### config.mk
export PLATFORM = sky130hd
export DESIGN_NAME = insn_router
export DESIGN_NICKNAME = d
export VERILOG_FILES = /design/src/rtl/insn_route_pkg.sv /design/src/rtl/route_decode.sv /design/src/rtl/route_fifo.sv /design/src/rtl/insn_router.sv
export SDC_FILE = /design/constraint.sdc
export NUM_CORES = 1
export LEC_CHECK = 0
export ABC_CLOCK_PERIOD_IN_PS = 5600
export BUFFER_PORTS_ARGS = -buffer_cell sky130_fd_sc_hd__buf_2
export CORE_UTILIZATION = 30
export DETAILED_ROUTE_END_ITERATION = 7
export GPL_TIMING_DRIVEN = 0
export PLACE_DENSITY = 0.42
export SLEW_MARGIN = 20
export SYNTH_ARGS = -nofsm -noshare
export SYNTH_HDL_FRONTEND = slang
export SYNTH_SLANG_ARGS = --single-unit
### constraint.sdc
create_clock -name clk -period 5.6 [get_ports clk]
set_clock_uncertainty 0.1 [all_clocks]
set_input_delay 0.28 -clock clk [delete_from_list [all_inputs] [get_ports clk]]
set_output_delay 0.28 -clock clk [all_outputs]
set_load 0.01 [all_outputs]
### src/rtl/insn_route_pkg.sv
package insn_route_pkg;
  localparam int OP_W    = 3;
  localparam int MT_W    = 3;
  localparam int NUM_ENG = 3;

  typedef enum logic [1:0] {
    ENG_LOAD  = 2'd0,
    ENG_COMP  = 2'd1,
    ENG_STORE = 2'd2
  } engine_e;

  localparam logic [OP_W-1:0] OP_LOAD   = 3'd0;
  localparam logic [OP_W-1:0] OP_STORE  = 3'd1;
  localparam logic [OP_W-1:0] OP_GEMM   = 3'd2;
  localparam logic [OP_W-1:0] OP_FINISH = 3'd3;
  localparam logic [OP_W-1:0] OP_ALU    = 3'd4;

  localparam logic [MT_W-1:0] MT_UOP = 3'd0;
  localparam logic [MT_W-1:0] MT_WGT = 3'd1;
  localparam logic [MT_W-1:0] MT_INP = 3'd2;
  localparam logic [MT_W-1:0] MT_ACC = 3'd3;
  localparam logic [MT_W-1:0] MT_OUT = 3'd4;
endpackage

### src/rtl/route_decode.sv
module route_decode
  import insn_route_pkg::*;
(
  input  logic [OP_W-1:0] opcode,
  input  logic [MT_W-1:0] mem_type,
  output engine_e         dest
);
  always_comb begin
    unique case (opcode)
      OP_LOAD:  dest = (mem_type == MT_INP || mem_type == MT_WGT) ? ENG_LOAD : ENG_COMP;
      OP_STORE: dest = ENG_STORE;
      default:  dest = ENG_COMP;  // GEMM, ALU, FINISH and unknown codes
    endcase
  end
endmodule

### src/rtl/route_fifo.sv
module route_fifo #(
  parameter int W     = 32,
  parameter int DEPTH = 8
) (
  input  logic                       clk,
  input  logic                       rst_n,
  input  logic                       push_valid,
  output logic                       push_ready,
  input  logic [W-1:0]               push_data,
  output logic                       pop_valid,
  input  logic                       pop_ready,
  output logic [W-1:0]               pop_data,
  output logic                       empty,
  output logic [$clog2(DEPTH+1)-1:0] count
);
  localparam int AW = (DEPTH > 1) ? $clog2(DEPTH) : 1;
  localparam int CW = $clog2(DEPTH + 1);
  localparam logic [AW-1:0] LAST = AW'(DEPTH - 1);

  logic [W-1:0]  mem [DEPTH];
  logic [AW-1:0] wr_ptr, rd_ptr;
  logic          wr_phase, rd_phase;
  logic          full, do_push, do_pop;

  assign empty      = (wr_ptr == rd_ptr) && (wr_phase == rd_phase);
  assign full       = (wr_ptr == rd_ptr) && (wr_phase != rd_phase);
  assign push_ready = !full;
  assign pop_valid  = !empty;
  assign pop_data   = mem[rd_ptr];
  assign do_push    = push_valid && !full;
  assign do_pop     = pop_ready && !empty;

  always_ff @(posedge clk) begin
    if (do_push) mem[wr_ptr] <= push_data;
  end

  always_ff @(posedge clk) begin
    if (!rst_n) begin
      wr_ptr   <= '0;
      rd_ptr   <= '0;
      wr_phase <= 1'b0;
      rd_phase <= 1'b0;
      count    <= '0;
    end else begin
      if (do_push) begin
        wr_ptr <= (wr_ptr == LAST) ? '0 : wr_ptr + 1'b1;
        if (wr_ptr == LAST) wr_phase <= !wr_phase;
      end
      if (do_pop) begin
        rd_ptr <= (rd_ptr == LAST) ? '0 : rd_ptr + 1'b1;
        if (rd_ptr == LAST) rd_phase <= !rd_phase;
      end
      case ({do_push, do_pop})
        2'b10:   count <= count + 1'b1;
        2'b01:   count <= count - 1'b1;
        default: count <= count;
      endcase
    end
  end


  empty_cnt_chk: assert property (@(posedge clk) disable iff (!rst_n)
    empty == (count == '0));

  cnt_bound_chk: assert property (@(posedge clk) disable iff (!rst_n)
    count <= CW'(DEPTH));

  head_hold_chk: assert property (@(posedge clk) disable iff (!rst_n)
    pop_valid && !pop_ready |=> pop_valid && $stable(pop_data));
endmodule

### src/rtl/insn_router.sv
module insn_router
  import insn_route_pkg::*;
#(
  parameter int INSN_W = 32,
  parameter int OP_LSB = 0,
  parameter int MT_LSB = 7,
  parameter int DEPTH  = 8
) (
  input  logic                       clk,
  input  logic                       rst_n,
  input  logic                       in_valid,
  output logic                       in_ready,
  input  logic [INSN_W-1:0]          in_insn,
  output logic                       ld_valid,
  input  logic                       ld_ready,
  output logic [INSN_W-1:0]          ld_insn,
  output logic                       ld_empty,
  output logic [$clog2(DEPTH+1)-1:0] ld_count,
  output logic                       cp_valid,
  input  logic                       cp_ready,
  output logic [INSN_W-1:0]          cp_insn,
  output logic                       cp_empty,
  output logic [$clog2(DEPTH+1)-1:0] cp_count,
  output logic                       st_valid,
  input  logic                       st_ready,
  output logic [INSN_W-1:0]          st_insn,
  output logic                       st_empty,
  output logic [$clog2(DEPTH+1)-1:0] st_count
);
  localparam int CW = $clog2(DEPTH + 1);

  logic [OP_W-1:0] opcode;
  logic [MT_W-1:0] mem_type;
  engine_e         dest;
  logic [1:0]      dest_idx;

  logic [NUM_ENG-1:0] q_push, q_room, q_pop, q_valid, q_empty;
  logic [INSN_W-1:0]  q_data  [NUM_ENG];
  logic [CW-1:0]      q_count [NUM_ENG];

  assign opcode   = in_insn[OP_LSB +: OP_W];
  assign mem_type = in_insn[MT_LSB +: MT_W];

  route_decode u_dec (
    .opcode  (opcode),
    .mem_type(mem_type),
    .dest    (dest)
  );

  assign dest_idx = dest;
  assign q_pop    = {st_ready, cp_ready, ld_ready};

  always_comb begin
    unique case (dest)
      ENG_LOAD:  in_ready = q_room[0];
      ENG_STORE: in_ready = q_room[2];
      default:   in_ready = q_room[1];
    endcase
  end

  for (genvar g = 0; g < NUM_ENG; g++) begin : g_q
    assign q_push[g] = in_valid && (dest_idx == 2'(g));
    route_fifo #(.W(INSN_W), .DEPTH(DEPTH)) u_fifo (
      .clk       (clk),
      .rst_n     (rst_n),
      .push_valid(q_push[g]),
      .push_ready(q_room[g]),
      .push_data (in_insn),
      .pop_valid (q_valid[g]),
      .pop_ready (q_pop[g]),
      .pop_data  (q_data[g]),
      .empty     (q_empty[g]),
      .count     (q_count[g])
    );
  end

  assign ld_valid = q_valid[0];
  assign ld_insn  = q_data[0];
  assign ld_empty = q_empty[0];
  assign ld_count = q_count[0];
  assign cp_valid = q_valid[1];
  assign cp_insn  = q_data[1];
  assign cp_empty = q_empty[1];
  assign cp_count = q_count[1];
  assign st_valid = q_valid[2];
  assign st_insn  = q_data[2];
  assign st_empty = q_empty[2];
  assign st_count = q_count[2];

  logic [NUM_ENG-1:0] q_acc;
  assign q_acc = q_push & q_room;


  load_route_chk: assert property (@(posedge clk) disable iff (!rst_n)
    q_acc[0] |-> (opcode == OP_LOAD) && (mem_type == MT_INP || mem_type == MT_WGT));

  store_route_chk: assert property (@(posedge clk) disable iff (!rst_n)
    q_acc[2] |-> opcode == OP_STORE);

  comp_route_chk: assert property (@(posedge clk) disable iff (!rst_n)
    in_valid && in_ready && (opcode == OP_GEMM || opcode == OP_ALU) |-> q_acc[1]);

  stall_full_chk: assert property (@(posedge clk) disable iff (!rst_n)
    !in_ready |-> (ld_count == CW'(DEPTH) || cp_count == CW'(DEPTH) || st_count == CW'(DEPTH)));

  one_dest_chk: assert property (@(posedge clk) disable iff (!rst_n)
    $onehot0(q_acc));
endmodule

==> impl_metrics.ini <==
[clock_tree]
htree_levels = 3
clock-root-buffer = clkbuf_16
clock_latency_ns = 0.64
cts_buffer_depth = 3
cts_buffers = 93
path_clk_slew_ns = 0.06
cts_sinks = 813
ctsResizeCount = 0
cts_tree = yes

[floorplan]
fp.dieH_um = 326
rows = 118
die_w_um = 326
io_pins = 153
die-area_um2 = 106000
core_region_area_um2 = 104000
initial_core_util = 0.303

[power]
internal-power_mw = 11.0
sw_frac_of_total = 0.215
peakVddDrop_uv = 190
seqPwrFrac = 0.480
power_density_nw_per_um2 = 363
clkPwrFrac = 0.454
p_leak_nw = 12.7
power.total_mw = 14.1
switchingPower_mw = 3.03
combPwrFrac = 0.066

[routing]
drtAntennaViolNets = 0
vias_per_cell = 4.70
wl_per_cell_um = 24.8
initialDrtViolationCount = 1008
first_pass_iters = 5
drc = 0
totalWireLength_mm = 81.8
vias = 15500

[cells_and_area]
final_nets = 1902
antennaDiodeCount = 0
drive_gt1_frac = 0.419
stdcell_area_um2 = 38700
nFillCells = 9503
area_growth_pct = 23.0

[status]
status = completed

[timing]
fin_crit_ns = 3.75
hold_viol = 0
setup_viol = 0
finalCritPeriodShare = 0.670
timing.fmax_ghz = 0.266
slew_violations = 0
whs_ns = 0.0442
worst_pin_slew_ns = 1.07
maxSlewHeadroom = 0.287
rsz0062_at_grt = no

[synthesis]
synth-edff-count = 768
synth_cells = 1412
synth.distinct_cells = 47
synthFlopType = edfxtp_1
yosysSeqAreaShare = 0.762
syn_area_um2 = 31500
yosys_warnings = 0
ys_async_sr_fraction = 0
syn-num-nets = 1471
ys_ff_latch = 813
synth.avg_cell_area_um2 = 22.3

[placed_design]
hpwl_mm = 56.1
gp_congestion = 0.691
io_buffers = 152
place_area_um2 = 35200

[global_routing]
grt_max_degree = 28
grt_pass1_vias = 16500
antenna_found_initial = 2
grt_usage = 0.154
grt_pass1_wl_mm = 118
globalRouteOverflowTotal = 0

[setup_path]
criticalPathCategory = flop to primary output
crit_path_start_kind = flop
critPathArrivalTime_ns = 3.37
end_kind = primary output
cp_data_required_time_ns = 5.22
cp_max_fo = 10

[run]
drv_cap = 0

[hold_path]
hp-class = input pin to flop
power groups by stage:
stage / registers (mW) / clock network (mW) / logic (mW)
3_5_place_dp: 6.87 / 0 / 0.947
2_1_floorplan: 6.88 / 0 / 0.533
4_1_cts: 6.75 / 6.56 / 0.970
3_3_place_gp: 6.88 / 0 / 0.915
6_report: 6.75 / 6.39 / 0.930
5_1_grt: 6.75 / 6.77 / 1.02
layer usage:
| metal | global-route usage | up-vias | share of wire | routed length (um) |
|---|---|---|---|---|
| met3 | 0.0297 | 111 | 0.044 | 3580 |
| met4 | 0.0374 | 0 | 0.020 | 1640 |
| li1 | - | 6768 | - | - |
| met2 | 0.256 | 337 | 0.49 | 39900 |
| met1 | 0.209 | 8284 | 0.45 | 36600 |
| met5 | 0 | - | 0 | 0 |
cell usage in the layout (no fill, tap or decap), drive strengths merged, types with 6 or more instances in the layout:
cell and instances:
a21boi 8, buf 339, bufinv 18, clkbuf 142, clkinv 39, dfxtp 45, dlygate4sd3 31, edfxtp 768
ha 21, inv 19, mux2 97, mux2i 17, mux4 192, nand2 36, nand2b 6, nand3 12
nor2 9, nor3 8, nor4 13, nor4b 11, o21ai 20, or3 8, xnor2 7, xor2 18
path summary, 6_finish.rpt:
path	start	end	slack, ns	cells after the start
max	flop	st_insn[18]	1.85	5
min reg2reg	g_q[2].u_fifo.count[3]	g_q[2].u_fifo.count[3]	0.37	2
min	in_insn[0]	g_q[0].u_fifo.mem[3][0]	0.04	1
max reg2reg	g_q[0].u_fifo.wr_ptr[0]	g_q[0].u_fifo.mem[4][19]	2.03	11
cells in the mapped netlist, drive strengths merged (3+ instances only):
cell type | number | share of area
nor4b | 11 | 0.0043
or3 | 8 | 0.0017
inv | 15 | 0.0019
o41ai | 3 | 0.0019
nor2b | 4 | 0.00080
clkbuf | 37 | 0.0044
o21ai | 20 | 0.0032
buf | 34 | 0.0058
a21boi | 8 | 0.0019
xor2 | 18 | 0.0057
nor3 | 8 | 0.0020
a21oi | 3 | 0.00048
edfxtp | 768 | 0.73
mux2 | 97 | 0.035
nand2 | 36 | 0.0043
ha | 21 | 0.0084
nand3 | 12 | 0.0021
nor4 | 13 | 0.0030
xnor2 | 7 | 0.0019
nor2 | 9 | 0.0011
nor3b | 3 | 0.00072
mux4 | 192 | 0.14
dfxtp | 45 | 0.029
and2 | 3 | 0.00060
mux2i | 17 | 0.0054
nand2b | 6 | 0.0012
stage by stage:
stage	util	setup TNS, ns	instances	worst slack (ns)
detailed placement	0.339	0	3097	1.62
global route	0.373	0	3298	1.62
CTS	0.373	0	3298	1.65
finish	0.373	0	3298	1.85
floorplan	-	0	1412	0.365
global placement	0.327	-2492.59	2944	-5.76
state kept, by name, indices dropped and copies added, names as in the netlist, named ones only:
register,cells
g_q.u_fifo.rd_ptr,9
g_q.u_fifo.mem,768
g_q.u_fifo.count,12
g_q.u_fifo.wr_phase,3
g_q.u_fifo.rd_phase,3
g_q.u_fifo.wr_ptr,9
critical path, stage by stage (launching register included):
cell and delay (ns):
dfxtp_1 0.31, clkbuf_1 0.71, clkbuf_1 0.83, mux4_2 0.42
mux2_2 0.29, buf_2 0.14
cell families after synthesis:
| family | count (synthesis) | share of synthesized area |
|---|---|---|
| buffers and inverters | 86 | 0.0120 |
| AO/OA/AOI/OAI | 41 | 0.00927 |
| AND/OR/NAND/NOR | 120 | 0.0235 |
| multiplexers | 306 | 0.178 |
| XOR/XNOR | 25 | 0.00768 |
| flip-flops | 813 | 0.762 |
| adder cells (fa/ha/maj) | 21 | 0.00835 |
what timing repair did:
action                    in CTS  in global routing
setup buffers                  0                  0
hold buffers                  31                  0
hold endpoints to repair     589                  0
cell type report:
type	instances	area [um2]	share of cell area
Multi-Input combinational cell	513	7280	0.188
Tap cell	1380	1730	0.0446
Timing Repair Buffer	336	2120	0.0548
Clock buffer	105	2390	0.0618
Sequential cell	813	24000	0.619
Inverter	15	58.8	0.00152
Buffer	71	320	0.00828
Clock inverter	65	837	0.0216
No activity file was read; power rests on OpenSTA's default activity.
